### config.mk
export PLATFORM = sky130hd
export DESIGN_NAME = lbist_engine
export DESIGN_NICKNAME = d
export VERILOG_FILES = /design/src/rtl/lbist_pkg.sv /design/src/rtl/lbist_prpg.sv /design/src/rtl/lbist_misr.sv /design/src/rtl/lbist_ctrl.sv /design/src/rtl/lbist_engine.sv
export SDC_FILE = /design/constraint.sdc
export NUM_CORES = 1
export LEC_CHECK = 0
export ABC_CLOCK_PERIOD_IN_PS = 2200
export BUFFER_PORTS_ARGS = -buffer_cell sky130_fd_sc_hd__buf_2
export CAP_MARGIN = 40
export CORE_ASPECT_RATIO = 1.25
export CORE_MARGIN = 2
export CORE_UTILIZATION = 46
export CTS_BUF_LIST = sky130_fd_sc_hd__clkbuf_8
export CTS_CLUSTER_DIAMETER = 60
export CTS_CLUSTER_SIZE = 25
export DETAILED_ROUTE_END_ITERATION = 8
export MAX_ROUTING_LAYER = met4
export PLACE_DENSITY_LB_ADDON = 0.05
export SKIP_LAST_GASP = 1
export SLEW_MARGIN = 20
export SYNTH_ARGS = -nofsm -noshare
export SYNTH_HDL_FRONTEND = slang
export SYNTH_SLANG_ARGS = --single-unit
### constraint.sdc
create_clock -name clk -period 2.2 [get_ports clk]
set_input_delay 0.11 -clock clk [delete_from_list [all_inputs] [get_ports clk]]
set_output_delay 0.11 -clock clk [all_outputs]
set_load 0.005 [all_outputs]
### src/rtl/lbist_pkg.sv
package lbist_pkg;

  typedef enum logic [2:0] {
    ST_IDLE,
    ST_INIT,
    ST_SHIFT,
    ST_CAPTURE,
    ST_COMPARE,
    ST_DONE
  } lbist_state_e;

  localparam int REG_CTRL   = 0;
  localparam int REG_COUNT  = 1;
  localparam int REG_GOLDEN = 2;
  localparam int REG_SIG    = 3;

endpackage

### src/rtl/lbist_prpg.sv
module lbist_prpg #(
  parameter int unsigned       W        = 16,
  parameter logic [W-1:0]      POLY     = 16'hB400,
  parameter logic [W-1:0]      SEED     = 16'hACE1,
  parameter int unsigned       N_CHAINS = 4,
  parameter int unsigned       TAP_A    = 5,
  parameter int unsigned       TAP_B    = 11
) (
  input  logic                clk,
  input  logic                rst,
  input  logic                init,
  input  logic                adv,
  output logic [N_CHAINS-1:0] chain_in
);

  logic [W-1:0] pat_q;
  logic [W-1:0] pat_step;

  always_comb begin
    pat_step = {1'b0, pat_q[W-1:1]} ^ (pat_q[0] ? POLY : '0);
  end

  always_ff @(posedge clk) begin
    if (rst || init) begin
      pat_q <= SEED;
    end else if (adv) begin
      pat_q <= pat_step;
    end
  end

  // phase shifter: three taps per chain, spread across the register
  for (genvar c = 0; c < N_CHAINS; c++) begin : g_phase
    assign chain_in[c] = pat_q[c % W] ^ pat_q[(c + TAP_A) % W] ^ pat_q[(c + TAP_B) % W];
  end

  AST_PRPG_NONZERO: assert property (@(posedge clk) disable iff (rst)
    pat_q != '0);
  AST_PRPG_HOLD: assert property (@(posedge clk) disable iff (rst)
    (!adv && !init) |=> $stable(pat_q));

endmodule

### src/rtl/lbist_misr.sv
module lbist_misr #(
  parameter int unsigned  W    = 16,
  parameter logic [W-1:0] POLY = 16'hB400,
  parameter logic [W-1:0] SEED = 16'h1D0F,
  parameter int unsigned  N_IN = 4
) (
  input  logic            clk,
  input  logic            rst,
  input  logic            init,
  input  logic            en,
  input  logic [N_IN-1:0] din,
  output logic [W-1:0]    sig
);

  logic [W-1:0] din_ext;
  logic [W-1:0] sig_step;

  always_comb begin
    din_ext = '0;
    din_ext[N_IN-1:0] = din;
    sig_step = ({1'b0, sig[W-1:1]} ^ (sig[0] ? POLY : '0)) ^ din_ext;
  end

  always_ff @(posedge clk) begin
    if (rst || init) begin
      sig <= SEED;
    end else if (en) begin
      sig <= sig_step;
    end
  end

  AST_MISR_FROZEN: assert property (@(posedge clk) disable iff (rst)
    (!en && !init) |=> $stable(sig));

endmodule

### src/rtl/lbist_ctrl.sv
module lbist_ctrl
  import lbist_pkg::*;
#(
  parameter int unsigned CHAIN_LEN = 8,
  parameter int unsigned CNT_W     = 32
) (
  input  logic             clk,
  input  logic             rst,
  input  logic             start,
  input  logic             auto_start,
  input  logic [CNT_W-1:0] pat_count,
  input  logic             match,
  output logic             prpg_init,
  output logic             prpg_adv,
  output logic             misr_init,
  output logic             misr_en,
  output logic             scan_en,
  output logic             capture,
  output logic             busy,
  output logic             done,
  output logic             pass,
  output logic             fail
);

  localparam int unsigned BIT_W = (CHAIN_LEN > 1) ? $clog2(CHAIN_LEN) : 1;

  lbist_state_e     state, state_n;
  logic [BIT_W-1:0] bit_cnt;
  logic [CNT_W-1:0] pass_cnt;
  logic             boot_pending;
  logic             launch;
  logic             last_bit;

  assign launch   = start || (boot_pending && auto_start);
  assign last_bit = (bit_cnt == BIT_W'(CHAIN_LEN - 1));

  always_comb begin
    state_n = state;
    unique case (state)
      ST_IDLE, ST_DONE: if (launch) state_n = ST_INIT;
      ST_INIT:          state_n = ST_SHIFT;
      ST_SHIFT:         if (last_bit) state_n = (pass_cnt == pat_count) ? ST_COMPARE : ST_CAPTURE;
      ST_CAPTURE:       state_n = ST_SHIFT;
      ST_COMPARE:       state_n = ST_DONE;
      default:          state_n = ST_IDLE;
    endcase
  end

  assign prpg_init = (state == ST_INIT);
  assign misr_init = (state == ST_INIT);
  assign prpg_adv  = (state == ST_SHIFT);
  assign misr_en   = (state == ST_SHIFT) && (pass_cnt != '0);

  always_ff @(posedge clk) begin
    if (rst) begin
      state        <= ST_IDLE;
      bit_cnt      <= '0;
      pass_cnt     <= '0;
      boot_pending <= 1'b1;
      scan_en      <= 1'b0;
      capture      <= 1'b0;
      busy         <= 1'b0;
      done         <= 1'b0;
      pass         <= 1'b0;
      fail         <= 1'b0;
    end else begin
      state        <= state_n;
      boot_pending <= 1'b0;
      scan_en      <= (state_n == ST_SHIFT);
      capture      <= (state_n == ST_CAPTURE);
      busy         <= (state_n == ST_INIT) || (state_n == ST_SHIFT) ||
                      (state_n == ST_CAPTURE) || (state_n == ST_COMPARE);
      done         <= (state_n == ST_DONE);
      bit_cnt      <= (state == ST_SHIFT && !last_bit) ? bit_cnt + 1'b1 : '0;
      if (state == ST_INIT) begin
        pass_cnt <= '0;
      end else if (state == ST_CAPTURE) begin
        pass_cnt <= pass_cnt + 1'b1;
      end
      if (state == ST_COMPARE) begin
        pass <= match;
        fail <= !match;
      end else if (state_n != ST_DONE) begin
        pass <= 1'b0;
        fail <= 1'b0;
      end
    end
  end

  AST_SCAN_CAPTURE_EXCL: assert property (@(posedge clk) disable iff (rst)
    !(scan_en && capture));
  AST_CAPTURE_THEN_SHIFT: assert property (@(posedge clk) disable iff (rst)
    capture |=> scan_en);
  AST_BUSY_HOLDS: assert property (@(posedge clk) disable iff (rst)
    (busy && state != ST_COMPARE) |=> busy);
  AST_INIT_ONLY_FROM_REST: assert property (@(posedge clk) disable iff (rst)
    (state == ST_INIT) |-> ($past(state) == ST_IDLE || $past(state) == ST_DONE));
  AST_DONE_AFTER_COMPARE: assert property (@(posedge clk) disable iff (rst)
    (done && !$past(done)) |-> ($past(state) == ST_COMPARE));
  AST_VERDICT_EXCL: assert property (@(posedge clk) disable iff (rst)
    !(pass && fail));
  AST_VERDICT_ONLY_DONE: assert property (@(posedge clk) disable iff (rst)
    (pass || fail) |-> done);

endmodule

### src/rtl/lbist_engine.sv
module lbist_engine
  import lbist_pkg::*;
#(
  parameter int unsigned         N_CHAINS     = 4,
  parameter int unsigned         CHAIN_LEN    = 8,
  parameter int unsigned         PRPG_W       = 16,
  parameter logic [PRPG_W-1:0]   PRPG_POLY    = 16'hB400,
  parameter logic [PRPG_W-1:0]   PRPG_SEED    = 16'hACE1,
  parameter int unsigned         PS_TAP_A     = 5,
  parameter int unsigned         PS_TAP_B     = 11,
  parameter int unsigned         MISR_W       = 16,
  parameter logic [MISR_W-1:0]   MISR_POLY    = 16'hB400,
  parameter logic [MISR_W-1:0]   MISR_SEED    = 16'h1D0F,
  parameter int unsigned         ADDR_W       = 2,
  parameter int unsigned         DATA_W       = 32,
  parameter logic [DATA_W-1:0]   DEF_PATTERNS = 32'd20,
  parameter logic [DATA_W-1:0]   DEF_GOLDEN   = 32'd0
) (
  input  logic                clk,
  input  logic                rst,
  input  logic                start_req,
  input  logic                auto_start,
  input  logic [ADDR_W-1:0]   reg_addr,
  input  logic                reg_wr,
  input  logic [DATA_W-1:0]   reg_wdata,
  output logic [DATA_W-1:0]   reg_rdata,
  output logic                busy,
  output logic                done,
  output logic                pass,
  output logic                fail,
  output logic                scan_en,
  output logic                capture,
  output logic [N_CHAINS-1:0] scan_in,
  input  logic [N_CHAINS-1:0] scan_out
);

  localparam int unsigned CNT_W = DATA_W;

  logic [CNT_W-1:0]  pat_count_q;
  logic [DATA_W-1:0] golden_q;
  logic [MISR_W-1:0] sig;
  logic              prpg_init, prpg_adv, misr_init, misr_en;
  logic              start_cmd, cfg_we, match;

  assign start_cmd = start_req ||
                     (reg_wr && reg_addr == ADDR_W'(REG_CTRL) && reg_wdata[0]);
  assign cfg_we    = reg_wr && !busy;
  assign match     = (DATA_W'(sig) == golden_q);

  always_ff @(posedge clk) begin
    if (rst) begin
      pat_count_q <= DEF_PATTERNS;
      golden_q    <= DEF_GOLDEN;
    end else if (cfg_we) begin
      if (reg_addr == ADDR_W'(REG_COUNT))  pat_count_q <= reg_wdata;
      if (reg_addr == ADDR_W'(REG_GOLDEN)) golden_q    <= reg_wdata;
    end
  end

  always_ff @(posedge clk) begin
    if (rst) begin
      reg_rdata <= '0;
    end else begin
      unique case (reg_addr)
        ADDR_W'(REG_CTRL):   reg_rdata <= DATA_W'({fail, pass, done, busy});
        ADDR_W'(REG_COUNT):  reg_rdata <= pat_count_q;
        ADDR_W'(REG_GOLDEN): reg_rdata <= golden_q;
        default:             reg_rdata <= DATA_W'(sig);
      endcase
    end
  end

  lbist_ctrl #(
    .CHAIN_LEN (CHAIN_LEN),
    .CNT_W     (CNT_W)
  ) u_ctrl (
    .clk        (clk),
    .rst        (rst),
    .start      (start_cmd),
    .auto_start (auto_start),
    .pat_count  (pat_count_q),
    .match      (match),
    .prpg_init  (prpg_init),
    .prpg_adv   (prpg_adv),
    .misr_init  (misr_init),
    .misr_en    (misr_en),
    .scan_en    (scan_en),
    .capture    (capture),
    .busy       (busy),
    .done       (done),
    .pass       (pass),
    .fail       (fail)
  );

  lbist_prpg #(
    .W        (PRPG_W),
    .POLY     (PRPG_POLY),
    .SEED     (PRPG_SEED),
    .N_CHAINS (N_CHAINS),
    .TAP_A    (PS_TAP_A),
    .TAP_B    (PS_TAP_B)
  ) u_prpg (
    .clk      (clk),
    .rst      (rst),
    .init     (prpg_init),
    .adv      (prpg_adv),
    .chain_in (scan_in)
  );

  lbist_misr #(
    .W    (MISR_W),
    .POLY (MISR_POLY),
    .SEED (MISR_SEED),
    .N_IN (N_CHAINS)
  ) u_misr (
    .clk  (clk),
    .rst  (rst),
    .init (misr_init),
    .en   (misr_en),
    .din  (scan_out),
    .sig  (sig)
  );

  AST_CFG_FROZEN_BUSY: assert property (@(posedge clk) disable iff (rst)
    busy |=> ($stable(pat_count_q) && $stable(golden_q)));

endmodule

==> results.ini, run 1 <==
[sta]
period_needed_ns = 1.93
setup_violations = 0
fmax_mhz = 519
maxSlewHeadroom_pct = 56.8
setup_tns_ns = 0
tightestPinTransition_ns = 0.648
whs_ns = 0.0634
drv_slew = 0
post-route-period-util_pct = 87.6
rsz0062_at_grt = false
skew_ns = 0.00966
finalHoldViolCount = 0

[clock_tree]
ctsResizeCount = 0
numCtsBuffers = 17
clk_pin_slew_ns = 0.09
cts_root_buf = clkbuf_8
cts_tree = built
cts_sinks = 173
clk_latency_ns = 0.46
clk_path_buf_depth = 2
cts_max_level = 4

[placement]
dp_hpwl_um = 14100
portBuffers = 84
place_congestion = 0.892

[routing]
wirelength_um = 19600
drt_iter0_drc = 385
antenna_left = 0
wl_per_cell_um = 16.4
remaining_drc_errors = 0
dr.pass1.iters = 6
vias_per_cell = 5.30
via_count = 6342

[critical_path]
crit_fanout = 11
r2r_end = u_ctrl.pass_cnt[25]
startpoint = u_ctrl.pass_cnt[3]
cp.depth = 5
r2r_start = u_ctrl.pass_cnt[3]
critical_path_class = flop to flop
start_kind = flop
slowest_delay_ns = 0.47
end_kind = flop
crit_arrival_ns = 2.28
crit_chain = and4_1 > nand4_4 > nor3_4 > a21oi_1 > a31o_2
rrSetupSlack_ns = 0.27
critPathTopFamily = simple AND/OR/NAND/NOR gates
critical_path.slowest_cell = dfxtp_1
critPathCapture = u_ctrl.pass_cnt[25]
rr_worst_depth = 5
crit_buf_inv = 0
crit_required_ns = 2.56

[layout]
num-nets-final = 1015
fillers = 1511
final_common_cell = nand2_1
area_growth_syn_to_layout_pct = 19.0
multi_input_area_um2 = 3660
final_cell_mix = nand2_1, dfxtp_1, a21oi_1
n_antenna_cell = 0
seq_area_um2 = 3460
drive_gt1_share_pct = 17.8

[power]
peakVddDrop_mv = 0.336
power_leakage_uw = 0.00371
powerDensity_nw_per_um2 = 694

[synthesis]
ys_types = 48
syn_nets = 911
synth-async-reset-ratio_pct = 0
ys_warn_count = 0
synth_top_cell_by_area = dfxtp_1
syn_avg_cell_area_um2 = 8.63
synth_edf_count = 0
yosys.area.top_type_share_pct = 46.4
synth_area_leaders = dfxtp_1, nand2_1, a21oi_1
ys_seq_area_share_pct = 46.4
synth_cells = 864
synth-seq-cells = 173
synth_ff_type = dfxtp_1
syn_area_um2 = 7460

[die]
die_h_um = 146
initial_core_util_pct = 46.6
core_area_um2 = 16000
boundaryPins = 85
die_w_um = 118
die_area_um2 = 17300
rows = 52

[global_route]
grt-busiest-layer = met2
grt_usage_pct = 24.2
met3_usage_pct = 4.14
grtUsageMet2_pct = 39.0
antenna_found_initial = 0
grt_pass1_vias = 6132
use_met1_pct = 30.8
overflow = 0
grt_pass1_wl_um = 32200
grt_start_max_net_pins = 106

[min_path]
hp-start = auto_start
worstHoldPathType = input port to flop

[outcome]
outcome = completed

[run]
cap_violations = 0

[where the power goes]
| part | total [µW] | leakage [µW] | switching [µW] | internal, µW |
|---|---|---|---|---|
| logic | 533 | 0.00210 | 291 | 242 |
| registers | 3270 | 0.00140 | 71.3 | 3200 |
| clock network | 2360 | 0.000207 | 1170 | 1190 |
| total | 6160 | 0.00371 | 1530 | 4630 |
[synthesized netlist by cell type, types with 4 or more instances]
library cell  instances
a21oi_1              90
nor2_1               66
ha_1                  4
a22oi_1              28
xor2_1               50
buf_2                20
or3_1                 5
xnor2_1              32
nor2b_1               9
mux2i_1              11
nor4_1               21
nor3_1               11
nand4_1              17
o211ai_1              8
nand3_1              14
dfxtp_1             173
and2_1                6
o21ai_0               9
mux2_2               12
clkbuf_1             34
a31o_2                7
inv_1                13
nand2_1             181
mux4_2                4
[routing by layer]
layer | part of all wire, % | wire length (µm) | vias to the layer above
met2 | 48 | 9430 | 149
met3 | 3.8 | 746 | 27
met4 | 2.1 | 415 | 0
li1 | - | - | 3138
met1 | 46 | 9050 | 3028
met5 | 0 | 0 | -
[cell type report]
cell class              count  area share, %
repair buffers            146           11.4
multi-input cells         617           41.2
well taps                 216           3.04
clock buffers              19           2.95
clock inverters            13           1.85
flip-flops and latches    173           39.0
inverters                  13          0.550
[cells by family after synthesis]
logic type               count (synthesis)  share of synthesized area (%)
buffers and inverters                   74                           4.51
flip-flops                             173                           46.4
XOR/XNOR                                82                           9.63
AND/OR/NAND/NOR                        356                           22.5
multiplexers                            27                           4.50
AO/OA/AOI/OAI                          148                           11.7
adder cells (fa/ha/maj)                  4                          0.671
[flip-flops by register name (all words and copies together) (netlist names), 3 cells and up]
register / cells
golden_q: 32
u_ctrl.bit_cnt: 3
u_prpg.pat_q: 16
u_ctrl.state: 3
reg_rdata: 32
pat_count_q: 32
u_misr.sig: 16
u_ctrl.pass_cnt: 32
[worst min-delay path by stage]
stage                                     end  slack, ns  depth (start not counted)
after floorplan           u_ctrl.boot_pending       0.14                          0
after global routing              u_ctrl.done       0.07                          4
after global placement     u_ctrl.pass_cnt[2]       0.35                          2
after detailed placement   u_ctrl.pass_cnt[0]       0.35                          2
final                             u_ctrl.done       0.06                          4
after CTS                         u_ctrl.done       0.03                          4
[stage by stage]
stage / util [%] / total power, µW / cells / area, µm² / setup slack [ns]
2_1_floorplan: - / 3630 / 864 / 7460 / 0.417
3_3_place_gp: 50.4 / 3820 / 1127 / 8070 / 0.361
3_5_place_dp: 50.4 / 3830 / 1127 / 8070 / 0.291
4_1_cts: 55.5 / 6240 / 1197 / 8880 / 0.278
5_1_grt: 55.5 / 6430 / 1197 / 8880 / 0.114
6_report: 55.5 / 6160 / 1197 / 8880 / 0.274
[worst min-delay path: stages]
cell,delay (ns)
buf_2,0.08
a211oi_1,0.12
inv_1,0.08
a21oi_1,0.08
[timing repair]
action                                 CTS  global route
endpoints found under the hold margin   73             0
hold buffers                            38             0
buffers inserted                         0             0
No activity file was read; power rests on OpenSTA's default activity.
==> run 2: changes to the inputs <==
- RECOVER_POWER: not set -> 100
- SYNTH_HIERARCHICAL: not set -> 1
==> run 2 against run 1 <==
  * Global-route usage is 0.44 points lower
  * Register-to-register slack lost 0.08 ns
  * Routed wire length rose by 4.1%
  * Clock-buffer cell count decreased by 1
  * Area after synthesis grew 5.4%
  * Clock skew grew 0.0024 ns
  * Sequential power is essentially flat
==> results.ini, run 2 <==
[critical_path]
crit_fanout = 14  ; +3
startpoint = u_ctrl/state[0]
rr_worst_depth = 5  ; unchanged
start_kind = flop
end_kind = flop
r2r_start = u_ctrl/state[0]
crit_required_ns = 2.60  ; +0.04 ns
r2r_end = u_ctrl/pass_cnt[29]
rrSetupSlack_ns = 0.20  ; -0.08 ns
critical_path_class = flop to flop
crit_arrival_ns = 2.40  ; +0.12 ns

[die]
initial_core_util_pct = 46.8  ; +0.24 points
boundaryPins = 85  ; unchanged
core_area_um2 = 16800  ; +4.8%
die_w_um = 121  ; +2.6%
die_h_um = 150  ; +2.6%
rows = 53  ; +1.9%
die_area_um2 = 18100  ; +5.2%

[clock_tree]
cts_tree = built
numCtsBuffers = 17  ; unchanged
cts_sinks = 173  ; unchanged
cts_root_buf = clkbuf_8
clk_latency_ns = 0.46  ; about the same
clk_pin_slew_ns = 0.10  ; about the same
clk_path_buf_depth = 2  ; unchanged
cts_max_level = 4  ; unchanged

[global_route]
grt_pass1_wl_um = 32400  ; +0.71%
grt_usage_pct = 23.7  ; -0.44 points
antenna_found_initial = 0  ; unchanged
overflow = 0  ; unchanged
grt_pass1_vias = 6184  ; +0.85%
grt_start_max_net_pins = 68  ; -36%

[layout]
area_growth_syn_to_layout_pct = 12.5
final_cell_mix = dfxtp_1, nand2_1, nor2_1
num-nets-final = 995  ; -2.0%
final_cell_area_um2 = 8840  ; -0.39%
fin_cells = 1180  ; -1.4%
final_common_cell = dfxtp_1
n_antenna_cell = 0  ; unchanged
drive_gt1_share_pct = 17.1  ; -0.76 points

[placement]
dp_hpwl_um = 14400  ; +2.1%
portBuffers = 84  ; unchanged
place_area_um2 = 8280  ; +2.5%
place_congestion = 0.851  ; -4.6%
dp_cells = 1113  ; -1.2%

[synthesis]
ys_types = 54  ; +13%
synth_top_cell_by_area = dfxtp_1
ys_seq_area_share_pct = 44.1  ; -2.4 points
synth_ff_type = dfxtp_1
yosys.area.top_type_share_pct = 44.1  ; -2.4 points
ys_warn_count = 6  ; +6
ys_top_cells_by_count = dfxtp_1, nand2_1, nor2_1, xor2_1, a21oi_1
synth_area_leaders = dfxtp_1, xor2_1, nand2_1
synth-seq-cells = 173  ; unchanged
synth_cells = 858  ; -0.69%
synth.most_common_cell = dfxtp_1
syn_area_um2 = 7860  ; +5.4%
synth_edf_count = 0  ; unchanged
syn_avg_cell_area_um2 = 9.16  ; +6.1%
synth-async-reset-ratio_pct = 0  ; unchanged
syn_nets = 905  ; -0.66%

[power]
p_total_uw = 5960  ; -3.3%
powerDensity_nw_per_um2 = 674  ; -2.9%
peakVddDrop_mv = 0.345  ; +2.4%
power_leakage_uw = 0.00338  ; -8.7%

[routing]
vias_per_cell = 5.30  ; about the same
wirelength_um = 20500  ; +4.1%
dr.pass1.iters = 5  ; -1
wl_per_cell_um = 17.3  ; +5.6%
drt_iter0_drc = 302  ; -22%
remaining_drc_errors = 0  ; unchanged
antenna_left = 0  ; unchanged
via_count = 6251  ; -1.4%

[sta]
drv_slew = 0  ; unchanged
setup_tns_ns = 0  ; unchanged
setup_violations = 0  ; unchanged
skew_ns = 0.0121  ; +0.00242 ns
period_needed_ns = 2.00  ; +0.0783 ns
fmax_mhz = 499  ; -3.9%
tightestPinTransition_ns = 1.16  ; +0.511 ns
rsz0062_at_grt = false
maxSlewHeadroom_pct = 22.8  ; -34 points
post-route-period-util_pct = 91.1  ; +3.6 points
finalHoldViolCount = 0  ; unchanged

[min_path]
worstHoldPathCells = 3  ; -1
hold_end = reg_rdata[13]
worstHoldPathType = input port to flop
hp-start = reg_addr[0]

[outcome]
outcome = completed

[run]
cap_violations = 0  ; unchanged

[run 2: cell count changes in the layout (fill, tap and decap cells not counted), moves of 10 or more]
cell and delta:
a21oi_1 -28, nor4_1 +10, nor2_1 +24, nand2_1 -42, nand2_2 +10, a21oi_2 +17
buf_2 -33, mux2i_1 +11, buf_4 -10, xor2_1 +16, clkbuf_1 +33
[run 2: kinds of logic (layout without fill, tap and decap cells)]
logic type	Yosys count	after routing	synth area share, %
muxes	38	38	5.67
AOI/OAI and AO/OA	121	121	10.2
xor gates and xnor gates	92	92	10.3
and+or+nand+nor	355	355	22.8
DFF	173	173	44.1
adders and majority gates	4	4	0.637
buffers and inverters	75	177	6.29
[run 2: layout make-up]
type	count	area [µm²]
clock inverters	13	131
well taps	220	275
repair buffers	138	880
flip-flops and latches	173	3460
clock buffers	18	248
inverters	8	30.0
fillers	1653	7940
multi-input cells	610	3810
[run 2: worst max-delay path by stage]
stage | to | slack (ns) | cells past startpoint
3_3_place_gp | u_misr/sig[3] | 0.36 | 8
6_report | u_ctrl/pass_cnt[29] | 0.20 | 5
5_1_grt | u_misr/sig[10] | 0.008 | 9
4_1_cts | u_misr/sig[1] | 0.28 | 8
2_1_floorplan | u_misr/sig[11] | 0.48 | 8
3_5_place_dp | u_misr/sig[1] | 0.29 | 8
[run 2: repair_timing]
| action | CTS | global route |
|---|---|---|
| endpoints found under the hold margin | 68 | 0 |
| buffers inserted | 0 | 0 |
| setup endpoints to repair | 0 | 1 |
| resized for setup | 0 | 1 |
| hold buffers | 36 | 0 |
[run 2: where the power goes]
part	total [µW]	switching, µW	internal [µW]
sequential	3260	66.1	3200
clock	2180	1230	942
combinational	520	296	224
[run 2: per-layer routing]
layer	wire (µm)	vias to the layer above	global-route usage, %
met5	0	-	-
met4	442	0	8.55
met3	789	25	3.94
met2	10500	155	40.7
met1	8760	2998	28.0
li1	-	3073	-
[run 2: critical path, stage by stage, from the launching register on]
cell      delay, ns
dfxtp_1        0.57
nand4b_1       0.26
nor2_2         0.47
nand3_4        0.15
or3_1          0.37
a21oi_1        0.14
[run 2: metrics by stage]
| step | worst slack [ns] | utilization (%) | hold WS (ns) |
|---|---|---|---|
| after floorplan | 0.480 | - | 0.138 |
| after global placement | 0.363 | 49.3 | 0.336 |
| after detailed placement | 0.287 | 49.3 | 0.343 |
| after CTS | 0.283 | 53.7 | 0.0531 |
| after global routing | 0.00792 | 52.7 | 0.106 |
| final | 0.195 | 52.7 | 0.101 |
==> run 3: changes to the inputs <==
- ABC_CLOCK_PERIOD_IN_PS: 2200 -> 1800
- clock period: 2.2 -> 1.8 ns (I/O delays scaled with it)
==> run 3 against run 2 <==
  * Non-clock buffer count increased by 39
  * Sequential power increased by 22%
  * Worst hold slack got worse by 0.022 ns
  * Utilization increased by 4.0 points
  * Clock-buffer cell count unchanged
  * Final cell count increased by 3.3%
  * Setup slack got worse by 0.13 ns
  * Clock skew decreased by 0.0012 ns
  * Sequential share of layout area decreased by 2.7 points
  * Global-route usage increased by 0.67 points
  * Flip-flop and latch count unchanged
  * Largest power group unchanged
  * Power increased by 26%
==> results.ini, run 3 (synthesized netlist as in run 2, its figures left out) <==
[outcome]
outcome = completed

[sta]
rsz0062_at_grt = true
fmax_mhz = 577  ; +16%
skew_ns = 0.0109  ; -0.00120 ns
tightestPinTransition_ns = 0.480  ; -0.678 ns
setup_tns_ns = 0  ; unchanged
maxSlewHeadroom_pct = 68.0  ; +45 points
period_needed_ns = 1.73  ; -0.273 ns
setup_violations = 0  ; unchanged
finalHoldViolCount = 0  ; unchanged
whs_ns = 0.0789  ; -0.0223 ns
drv_slew = 0  ; unchanged
post-route-period-util_pct = 96.2  ; +5.1 points

[die]
die_area_um2 = 18100  ; unchanged
initial_core_util_pct = 46.8  ; unchanged
rows = 53  ; unchanged
die_w_um = 121  ; unchanged
die_h_um = 150  ; unchanged
core_area_um2 = 16800  ; unchanged
boundaryPins = 85  ; unchanged

[power]
p_sw_uw = 1990  ; +25%
power_leakage_uw = 0.00381  ; +13%
combPwrFrac_pct = 9.6  ; +0.9 points
switching_share_pct = 26.4  ; -0.35 points
powerDensity_nw_per_um2 = 791  ; +17%
peakVddDrop_mv = 0.387  ; +12%
intPower_uw = 5540  ; +27%
clkPwrFrac_pct = 37.5  ; +1.0 points
seqPwrFrac_pct = 52.9  ; -1.9 points

[layout]
n_antenna_cell = 0  ; unchanged
drive_gt1_share_pct = 28.6  ; +12 points
final_cell_mix = dfxtp_1, nand2_1, nor2_1
num-nets-final = 1034  ; +3.9%
final_common_cell = dfxtp_1
area_growth_syn_to_layout_pct = 21.1

[critical_path]
critical_path.slowest_cell = dfxtp_1
slowest_delay_ns = 0.38  ; -0.19 ns
crit_arrival_ns = 2.08  ; -0.32 ns
crit_fanout = 11  ; -3
crit_top_cell = buf_12
critical_path_class = flop to flop
end_kind = flop
crit_chain = nor4_2 > nand4_1 > nor2_1 > nor2_2 > buf_12 > buf_12 > mux2i_1 > nand2_1
crit_required_ns = 2.15  ; -0.45 ns
critPathTopFamily = simple AND/OR/NAND/NOR gates
crit_buf_inv = 2  ; +2
start_kind = flop

[global_route]
overflow = 0  ; unchanged
grt_usage_pct = 24.4  ; +0.67 points
grt_pass1_wl_um = 33400  ; +3.0%
antenna_found_initial = 0  ; unchanged
grt_start_max_net_pins = 65  ; -4.4%
grt_pass1_vias = 6413  ; +3.7%

[routing]
vias_per_cell = 5.26  ; -0.78%
drt_iter0_drc = 300  ; -0.66%
antenna_left = 0  ; unchanged
via_count = 6407  ; +2.5%
dr.pass1.iters = 4  ; -1
wirelength_um = 21100  ; +3.0%
wl_per_cell_um = 17.3  ; -0.28%
remaining_drc_errors = 0  ; unchanged

[clock_tree]
clk_latency_ns = 0.46  ; about the same
cts_sinks = 173  ; unchanged
numCtsBuffers = 17  ; unchanged
cts_root_buf = clkbuf_8
cts_tree = built
clk_path_buf_depth = 2  ; unchanged
clk_pin_slew_ns = 0.09  ; about the same
cts_max_level = 4  ; unchanged

[run]
cap_violations = 0  ; unchanged

[min_path]
worstHoldPathType = input port to flop

[placement]
place_congestion = 0.891  ; +4.6%
dp_hpwl_um = 15200  ; +5.3%
portBuffers = 84  ; unchanged

[run 3: final cells by class]
class                      count  area [µm²]
fill                        1551        7260
multi-input combinational    610        4020
sequential                   173        3470
timing repair buffer         177        1320
tap                          220         275
clock buffer                  18         248
clock inverter                13         154
inverter                       8        30.0
[run 3: worst paths after layout]
| path | startpoint | end | slack (ns) | cells after the start |
|---|---|---|---|---|
| hold reg to reg | u_ctrl/bit_cnt[0] | u_ctrl/bit_cnt[0] | 0.43 | 1 |
| setup reg to reg | u_ctrl/pass_cnt[29] | u_misr/sig[8] | 0.07 | 8 |
| hold / removal | auto_start | u_ctrl/pass | 0.08 | 4 |
| setup / recovery | u_ctrl/pass_cnt[29] | u_misr/sig[8] | 0.07 | 8 |
[run 3: stage by stage]
stage	setup slack (ns)	util (%)	power (µW)	instance area [µm²]	std cells
4_1_cts	0.0195	55.9	7590	9380	1215
2_1_floorplan	0.0805	-	4500	7860	858
3_3_place_gp	-0.0361	51.1	4710	8580	1147
3_5_place_dp	-0.0371	51.1	4720	8580	1147
5_1_grt	-0.0303	56.7	7840	9520	1219
6_report	0.0683	56.7	7530	9520	1219
[run 3: worst register-to-register path, delay by kind of cell, from the launching register on]
family / cells / cell delay [ns]
buf+inv: 2 / 0.29
simple gates: 5 / 0.79
mux: 1 / 0.16
flops: 1 / 0.38
[run 3: power groups by stage]
stage	registers, µW	clock network [µW]	logic [µW]
after global placement	4070	0	640
after detailed placement	4070	0	646
after CTS	3980	2890	717
after global routing	4000	3050	790
final	3990	2820	724
after floorplan	4050	0	449
[run 3: metal layers]
metal / vias to the layer above / wire length, µm / GRT usage (%)
met2: 143 / 10900 / 41.8
met5: - / 0 / -
li1: 3152 / - / -
met4: 0 / 501 / 9.53
met3: 23 / 689 / 4.05
met1: 3089 / 8950 / 28.6
[run 3: repair_timing]
item | in CTS | in global routing
hold buffers | 37 | 0
resized for setup | 5 | 24
setup buffers | 0 | 4
endpoints found under the hold margin | 69 | 0
endpoints found under the setup margin | 25 | 26
pin swaps | 0 | 3
